`config.mk`:
```
export PLATFORM = sky130hd
export DESIGN_NAME = dbl_to_sgl_store
export DESIGN_NICKNAME = d
export VERILOG_FILES = /design/src/rtl/dsc_pkg.sv /design/src/rtl/dsc_classify.sv /design/src/rtl/dsc_subn_shift.sv /design/src/rtl/dbl_to_sgl_store.sv
export SDC_FILE = /design/constraint.sdc
export NUM_CORES = 1
export LEC_CHECK = 0
export ABC_CLOCK_PERIOD_IN_PS = 2650
export BUFFER_PORTS_ARGS = -buffer_cell sky130_fd_sc_hd__buf_2
export CORE_ASPECT_RATIO = 1.1
export CORE_UTILIZATION = 31
export CTS_CLUSTER_DIAMETER = 30
export DETAILED_ROUTE_END_ITERATION = 6
export SKIP_CTS_REPAIR_TIMING = 1
export SLEW_MARGIN = 20
export SYNTH_ARGS = -nofsm -noshare
export SYNTH_HDL_FRONTEND = slang
export SYNTH_HIERARCHICAL = 1
export SYNTH_SLANG_ARGS = --single-unit
```
`constraint.sdc`:
```
create_clock -name clk -period 2.65 [get_ports clk]
set_input_delay 0.53 -clock clk [delete_from_list [all_inputs] [get_ports clk]]
set_output_delay 0.53 -clock clk [all_outputs]
set_load 0.1 [all_outputs]
```
`src/rtl/dsc_pkg.sv`:
```
package dsc_pkg;

    // Default field widths of the two formats
    localparam int DBL_EXP_W  = 11;
    localparam int DBL_FRAC_W = 52;
    localparam int SGL_EXP_W  = 8;
    localparam int SGL_FRAC_W = 23;

    // Conversion class chosen per input word
    typedef enum logic [1:0] {
        CLS_PASS  = 2'd0,
        CLS_SUBN  = 2'd1,
        CLS_FLUSH = 2'd2
    } cls_e;

endpackage

```
`src/rtl/dsc_classify.sv`:
```
module dsc_classify
    import dsc_pkg::*;
#(
    parameter int DEW = DBL_EXP_W,
    parameter int DFW = DBL_FRAC_W,
    parameter int SEW = SGL_EXP_W,
    parameter int SFW = SGL_FRAC_W,
    parameter int SH_W = $clog2(SFW + 1)
) (
    input  logic [DEW-1:0]  exp_fld,
    input  logic [DFW-1:0]  frac_fld,
    output cls_e            cls,
    output logic [SH_W-1:0] shamt
);
    localparam int DBL_BIAS = (1 << (DEW - 1)) - 1;
    localparam int SGL_BIAS = (1 << (SEW - 1)) - 1;
    // biased exponent above this keeps the mechanical copy
    localparam logic [DEW-1:0] PASS_ABOVE = DEW'(DBL_BIAS - SGL_BIAS);
    // shift base: shift = SUBN_BASE - biased exponent
    localparam logic [DEW-1:0] SUBN_BASE  = DEW'(DBL_BIAS - SGL_BIAS + 1);
    // lowest biased exponent still representable as a single subnormal
    localparam logic [DEW-1:0] SUBN_LO    = DEW'(DBL_BIAS - SGL_BIAS + 1 - SFW);

    logic            mag_zero;
    logic [DEW-1:0]  diff;

    assign mag_zero = (exp_fld == '0) && (frac_fld == '0);
    assign diff     = SUBN_BASE - exp_fld;
    assign shamt    = diff[SH_W-1:0];

    always_comb begin
        if (mag_zero || (exp_fld > PASS_ABOVE)) begin
            cls = CLS_PASS;
        end else if (exp_fld >= SUBN_LO) begin
            cls = CLS_SUBN;
        end else begin
            cls = CLS_FLUSH;
        end
    end

endmodule

```
`src/rtl/dsc_subn_shift.sv`:
```
module dsc_subn_shift #(
    parameter int SFW  = 23,
    parameter int SH_W = $clog2(SFW + 1)
) (
    input  logic [SFW-1:0]  frac_hi,
    input  logic [SH_W-1:0] shamt,
    output logic [SFW-1:0]  subn_frac
);
    // stage 0 holds the significand with its implicit leading one
    logic [SFW:0] stage [0:SH_W];

    assign stage[0] = {1'b1, frac_hi};

    for (genvar g = 0; g < SH_W; g++) begin : g_stage
        assign stage[g+1] = shamt[g] ? (stage[g] >> (1 << g)) : stage[g];
    end

    assign subn_frac = stage[SH_W][SFW-1:0];

endmodule

```
`src/rtl/dbl_to_sgl_store.sv`:
```
module dbl_to_sgl_store
    import dsc_pkg::*;
#(
    parameter int DEW = DBL_EXP_W,
    parameter int DFW = DBL_FRAC_W,
    parameter int SEW = SGL_EXP_W,
    parameter int SFW = SGL_FRAC_W
) (
    input  logic                   clk,
    input  logic                   rst,
    input  logic                   in_valid,
    input  logic [DEW+DFW:0]       in_word,
    output logic                   out_valid,
    output logic [SEW+SFW:0]       out_word
);
    localparam int DW   = 1 + DEW + DFW;
    localparam int SW   = 1 + SEW + SFW;
    localparam int SH_W = $clog2(SFW + 1);

    logic            sgn;
    logic [DEW-1:0]  exp_fld;
    logic [DFW-1:0]  frac_fld;
    logic [SFW-1:0]  frac_hi;
    cls_e            cls;
    logic [SH_W-1:0] shamt;
    logic [SFW-1:0]  subn_frac;
    logic [SW-1:0]   next_word;

    assign sgn      = in_word[DW-1];
    assign exp_fld  = in_word[DW-2 -: DEW];
    assign frac_fld = in_word[DFW-1:0];
    assign frac_hi  = frac_fld[DFW-1 -: SFW];

    dsc_classify #(.DEW(DEW), .DFW(DFW), .SEW(SEW), .SFW(SFW), .SH_W(SH_W)) u_cls (
        .exp_fld  (exp_fld),
        .frac_fld (frac_fld),
        .cls      (cls),
        .shamt    (shamt)
    );

    dsc_subn_shift #(.SFW(SFW), .SH_W(SH_W)) u_shift (
        .frac_hi   (frac_hi),
        .shamt     (shamt),
        .subn_frac (subn_frac)
    );

    // output word selected by conversion class
    always_comb begin
        unique case (cls)
            CLS_PASS:  next_word = {sgn, exp_fld[DEW-1], exp_fld[SEW-2:0], frac_hi};
            CLS_SUBN:  next_word = {sgn, {SEW{1'b0}}, subn_frac};
            CLS_FLUSH: next_word = {sgn, {(SW-1){1'b0}}};
            default:   next_word = {sgn, {(SW-1){1'b0}}};
        endcase
    end

    // output register stage
    always_ff @(posedge clk) begin
        if (rst) begin
            out_valid <= 1'b0;
            out_word  <= '0;
        end else begin
            out_valid <= in_valid;
            if (in_valid) begin
                out_word <= next_word;
            end
        end
    end

    assert_valid_delay_R8: assert property (@(posedge clk) disable iff (rst)
        in_valid |=> out_valid);
    assert_valid_drop_R8: assert property (@(posedge clk) disable iff (rst)
        !in_valid |=> !out_valid);
    assert_sign_copy_R1: assert property (@(posedge clk) disable iff (rst)
        in_valid |=> (out_word[SW-1] == $past(in_word[DW-1])));
    assert_hold_R9: assert property (@(posedge clk) disable iff (rst)
        !in_valid |=> $stable(out_word));
    assert_flush_zero_R6: assert property (@(posedge clk) disable iff (rst)
        (in_valid && cls == CLS_FLUSH) |=> (out_word[SW-2:0] == '0));
    assert_subn_shape_R5: assert property (@(posedge clk) disable iff (rst)
        (in_valid && cls == CLS_SUBN) |=>
            (out_word[SW-2 -: SEW] == '0) && (out_word[SFW-1:0] != '0));
    assert_shift_range_R5: assert property (@(posedge clk) disable iff (rst)
        (cls == CLS_SUBN) |-> (shamt >= SH_W'(1)) && (shamt <= SH_W'(SFW)));

endmodule

```
==> results of run 1 <==
how the worst max path moves through the flow:
stage                      startpoint     endpoint  slack (ns)  cells past startpoint
after floorplan           in_word[53]  out_word[8]        0.29                      9
after global placement    in_word[53]  out_word[8]       -0.04                      9
after detailed placement  in_word[53]  out_word[8]        -0.1                      9
after CTS                 in_word[53]  out_word[8]        0.22                      9
after global routing      in_word[53]  out_word[4]        0.12                     10
final                     in_word[53]  out_word[8]        0.22                      9
per-layer routing:
metal	up-vias	part of all wire [%]	wire length, um
li1	1389	-	-
met1	1421	38	3945
met2	156	49	5023
met3	40	6.7	690
met4	0	5.8	597
met5	-	0	0
stage by stage:
stage | setup WS, ns | power, mW | TNS, ns
floorplan | 0.2860 | 1.060 | 0
global placement | -0.03942 | 1.293 | -0.05217
detailed placement | -0.09977 | 1.294 | -0.1479
CTS | 0.2218 | 1.810 | 0
global route | 0.1183 | 1.879 | 0
finish | 0.2156 | 1.799 | 0
area by class of cell:
class | count | area (sq um) | share of cell area (%)
clock buffer | 7 | 86.33 | 2.197
clock inverter | 1 | 30.03 | 0.7643
inverter | 6 | 22.52 | 0.5732
multi-input combinational | 225 | 2140 | 54.46
sequential | 33 | 660.6 | 16.82
tap | 117 | 146.4 | 3.726
timing repair buffer | 137 | 843.3 | 21.46
power by group:
part | internal [mW] | leakage (nW) | switching [mW] | total, mW
clock network | 0.307 | 0.0585 | 0.202 | 0.509
registers | 0.519 | 0.270 | 0.0154 | 0.535
logic | 0.281 | 1.35 | 0.474 | 0.756
Yosys cell counts (6+ instances only):
cell type / count
nor4_1: 15
nand2_1: 9
a211oi_1: 6
dfxtp_1: 33
nand2b_1: 7
buf_2: 9
a22o_1: 8
mux2i_1: 43
mux2_2: 9
o2bb2ai_2: 20
nor2_1: 21
mux4_1: 10
inv_1: 6
o22ai_1: 7
sequential cells by signal, summed over array words and instances, names as in the netlist:
register	cells
out_valid	1
out_word	32
logic make-up after synthesis:
family	after synthesis	share of synthesized area, %
buffers and inverters	31	7.450
flip-flops	33	21.85
multiplexers	67	29.51
adder cells (fa/ha/maj)	3	1.242
XOR/XNOR	2	0.5796
AO/OA/AOI/OAI	69	23.80
AND/OR/NAND/NOR	84	15.56
==> impl_metrics.json, run 1 <==
{
  "routabilityCongestion": 0.9576,
  "root_buffer": "clkbuf_8",
  "path_class": "in2reg",
  "rsz0062_at_grt": "false",
  "grt_start_max_net_pins": 24,
  "worstHoldPathCells": 1,
  "crit_fanout": 5,
  "die_area_sq_mm": 0.01015,
  "critPathSlowestCell": "ha_1",
  "cpPeakStageDelay_ns": 0.42,
  "diodes": 0,
  "cp_data_arrival_time_ns": 2.62,
  "period_share_pct": 91.87,
  "synth_seq_cells": 33,
  "syn-num-nets": 359,
  "synth_edf_count": 0,
  "slew_headroom_pct": 65.92,
  "peakVddDrop_uv": 274.7,
  "wl_per_cell_um": 19.50,
  "yosys_warnings": 6,
  "synth_flop_cell": "dfxtp_1",
  "grt_use_total_pct": 21.09,
  "rows": 37,
  "ant_nets": 0,
  "final_common_cell": "buf_2",
  "synthArstFlopShare_pct": 0,
  "nets": 478,
  "ioPinCount": 100,
  "wl_um": 10260,
  "netlist_area_sq_mm": 0.003023,
  "yosys-top-cells-area": "dfxtp_1 (22%), mux2i_1 (14%), o2bb2ai_2 (9.9%)",
  "initial_core_util_pct": 32.17,
  "synth_top_area_cell": "dfxtp_1",
  "worstHoldPathType": "reg2reg",
  "dr.pass1.iters": 4,
  "power.density_mw_per_mm2": 458.0,
  "fmax_mhz": 410.8,
  "r2r_end": "out_word[24]",
  "viasPerCell": 5.715,
  "hold_end": "out_word[16]",
  "rr_startpoint": "out_word[24]",
  "htreeDepth": 2,
  "final_util_pct": 41.81,
  "drc": 0,
  "dieWidth_um": 96.16,
  "tightest_slew_ns": 0.5100,
  "clk_pin_slew_ns": 0.08,
  "drv_cap": 0,
  "grt_pass1_vias": 3084,
  "mostFrequentLayoutCells": "buf_2 (99), mux2i_1 (43), dfxtp_1 (33), buf_4 (33)",
  "place_area_sq_mm": 0.003812,
  "area_growth_pct": 29.97,
  "fillerInstances": 916,
  "ys_seq_area_share_pct": 21.85,
  "dpl.hpwl_um": 8072,
  "clk_path_buf_depth": 2,
  "crit_buf_inv": 2,
  "vias": 3006,
  "cts_tree": "done",
  "final_area_sq_mm": 0.003929,
  "syn_avg_cell_area_sq_um": 10.46,
  "use_met1_pct": 24.91,
  "cts.sinks": 33,
  "crit_required_ns": 2.84,
  "overflow": 0,
  "r2r_setup_slack_ns": 2.03,
  "clock_skew_ns": 0,
  "setup_viol": 0,
  "grt.busiest_layer": "met2",
  "whs_ns": 0.4683,
  "gr-usage-met3_pct": 3.391,
  "final_layout_size_suffix_gt1_share_pct": 46.45,
  "grt_use_met2_pct": 34.75,
  "status": "completed",
  "min_from": "out_word[16]",
  "synth_top_area_share_pct": 21.85,
  "cp_cell_sequence": "buf_2, inv_1, ha_1, mux2_4, mux2_2, a221oi_4, a211oi_1, mux2i_1, o2bb2ai_2",
  "numCtsBuffers": 5,
  "grt_first_pass_wirelength_um": 16190,
  "worstSetupStartpointType": "input pin",
  "clkLatencyLatePin_ns": 0.29,
  "die_y_um": 105.6,
  "slew_viol_final": 0,
  "drt_iter0_drc": 177,
  "endpoint_kind": "register",
  "power.leakage_nw": 1.682,
  "place_inst": 518,
  "core_area_sq_mm": 0.009398,
  "antenna_found_initial": 0,
  "fin_crit_ns": 2.434,
  "hold_viol": 0,
  "reg2reg_depth": 1,
  "synthCells": 289,
  "critPathTopFamily": "multiplexers",
  "place.port_buffers": 99,
  "synthDistinctLibCells": 56,
  "layout.cells.non_filler": 526
}
Note: power is estimated with default switching activity, not from simulation.
==> run 2: changes to the inputs <==
Settings changed: CORE_MARGIN from default to 5.
==> run 2 against run 1 <==
  * Global-route usage decreased by 3.8 points
  * First-iteration DRC count increased by 38%
  * Clock-buffer cell count unchanged
  * Critical endpoint is now out_word[5]
  * Largest cell class unchanged
==> impl_metrics.json, run 2 (synthesis gave the netlist of run 1 again) <==
{
  "worstSetupStartpointType": "input pin",
  "netSwitchingPower_uw": 693.9,
  "startpoint": "in_word[54]",
  "wl_um": 10480,
  "drt_iter0_drc": 244,
  "diodes": 0,
  "cpMostUsedCell": "buf_4",
  "viasPerCell": 5.691,
  "dpl.hpwl_um": 8357,
  "period_share_pct": 92.64,
  "endpoint": "out_word[5]",
  "power.density_mw_per_mm2": 439.8,
  "clkLatencyLatePin_ns": 0.29,
  "place.port_buffers": 99,
  "status": "completed",
  "grt_pass1_vias": 3148,
  "grt_use_total_pct": 17.26,
  "cts_tree": "done",
  "fmax_mhz": 407.3,
  "grt_start_max_net_pins": 24,
  "cts.sinks": 33,
  "area_growth_pct": 30.71,
  "cp_cell_sequence": "buf_2, buf_4, nor3_1, xnor2_1, buf_4, nor2b_1, nand2_1, o211ai_1, mux2i_1, o2bb2ai_2",
  "clk_pin_slew_ns": 0.08,
  "whs_ns": 0.4710,
  "setup_viol": 0,
  "numCtsBuffers": 5,
  "root_buffer": "clkbuf_8",
  "power.leakage_nw": 1.702,
  "r2r_setup_slack_ns": 2.04,
  "clock_skew_ns": 0,
  "nets": 483,
  "peakVddDrop_uv": 240.0,
  "hold_viol": 0,
  "top_regs": "out_word x32, out_valid x1",
  "slew_viol_final": 0,
  "endpoint_kind": "register",
  "dr.pass1.iters": 5,
  "ioPinCount": 100,
  "critPathSlowestCell": "nor2b_1",
  "crit_required_ns": 2.88,
  "rr_startpoint": "out_word[27]",
  "r2r_end": "out_word[27]",
  "largest_register_ffs": 32,
  "setup_tns_ns": 0,
  "routabilityCongestion": 0.9943,
  "initial_core_util_pct": 32.01,
  "rows": 37,
  "seq_area_sq_um": 660.6,
  "drv_cap": 0,
  "place_inst": 523,
  "reg2reg_depth": 1,
  "p_clk_share_pct": 25.4,
  "final_area_sq_mm": 0.003951,
  "core_area_sq_mm": 0.009444,
  "ant_nets": 0,
  "path_class": "in2reg",
  "tightest_slew_ns": 0.6837,
  "final_layout_size_suffix_gt1_share_pct": 47.34,
  "cpPeakStageDelay_ns": 0.54,
  "dieWidth_um": 104.2,
  "slew_headroom_pct": 54.33,
  "fin_crit_ns": 2.455,
  "power.internal_mw": 1.044,
  "power_mw": 1.738,
  "fillerInstances": 940,
  "die_y_um": 113.6,
  "overflow": 0,
  "clk_path_buf_depth": 2,
  "mostFrequentLayoutCells": "buf_2 (99), mux2i_1 (43), buf_4 (38)",
  "htreeDepth": 2,
  "vias": 3022,
  "swShare_pct": 39.93,
  "cp_data_arrival_time_ns": 2.69,
  "multi_input_area_sq_mm": 0.002140,
  "final_common_cell": "buf_2",
  "combPwrFrac_pct": 43.9,
  "place_area_sq_mm": 0.003850,
  "rsz0062_at_grt": "false",
  "layout.cells.non_filler": 531,
  "wl_per_cell_um": 19.74,
  "die_area_sq_mm": 0.01183,
  "crit_fanout": 8,
  "pwr-share-seq_pct": 30.8,
  "antenna_found_initial": 0,
  "worstHoldPathType": "reg2reg",
  "grt_first_pass_wirelength_um": 16660,
  "regMostFlops": "out_word",
  "drc": 0
}
run 2: cell count changes in the layout (fill, tap and decap cells not counted), sizes merged:
cell,delta
bufinv,-1
buf,+5
clkinv,+1
run 2: how the worst min path moves through the flow:
stage | from | endpoint | cells after the start
global placement | out_word[2] | out_word[2] | 1
global route | out_word[12] | out_word[12] | 1
floorplan | rst | out_valid | 1
CTS | in_word[63] | out_word[31] | 3
detailed placement | out_word[1] | out_word[1] | 1
finish | out_word[16] | out_word[16] | 1
run 2: final cells by class:
type,instances,area share (%)
Clock inverter,1,0.1267
Sequential cell,33,16.72
Inverter,6,0.5700
Timing Repair Buffer,142,22.29
Tap cell,117,3.705
Multi-Input combinational cell,225,54.15
Clock buffer,7,2.438
run 2: power groups by stage:
stage / logic [mW] / registers, mW / clock network, mW
floorplan: 0.346 / 0.714 / 0
global placement: 0.756 / 0.545 / 0
detailed placement: 0.755 / 0.545 / 0
CTS: 0.757 / 0.535 / 0.451
global route: 0.805 / 0.538 / 0.470
finish: 0.762 / 0.534 / 0.441
run 2: per-layer routing:
layer / part of all wire [%] / track usage, % / vias up
li1: - / - / 1400
met1: 40 / 20.72 / 1445
met2: 50 / 31.16 / 154
met3: 6.5 / 2.434 / 23
met4: 3.0 / 6.563 / 0
met5: 0 / 0 / -
run 2: stage by stage:
step                      util [%]  setup WS, ns
after floorplan                  -        0.2860
after global placement       40.77      -0.05050
after detailed placement     40.77      -0.07810
after CTS                    41.84        0.2426
after global routing         41.84       0.06443
final                        41.84        0.1950
run 2: critical path: cells and delay by family:
family | cells | cell delay, ns
AOI/OAI and AO/OA | 2 | 0.33
muxes | 1 | 0.13
buffers and inverters | 3 | 0.43
and+or+nand+nor | 3 | 1.09
xor gates and xnor gates | 1 | 0.18
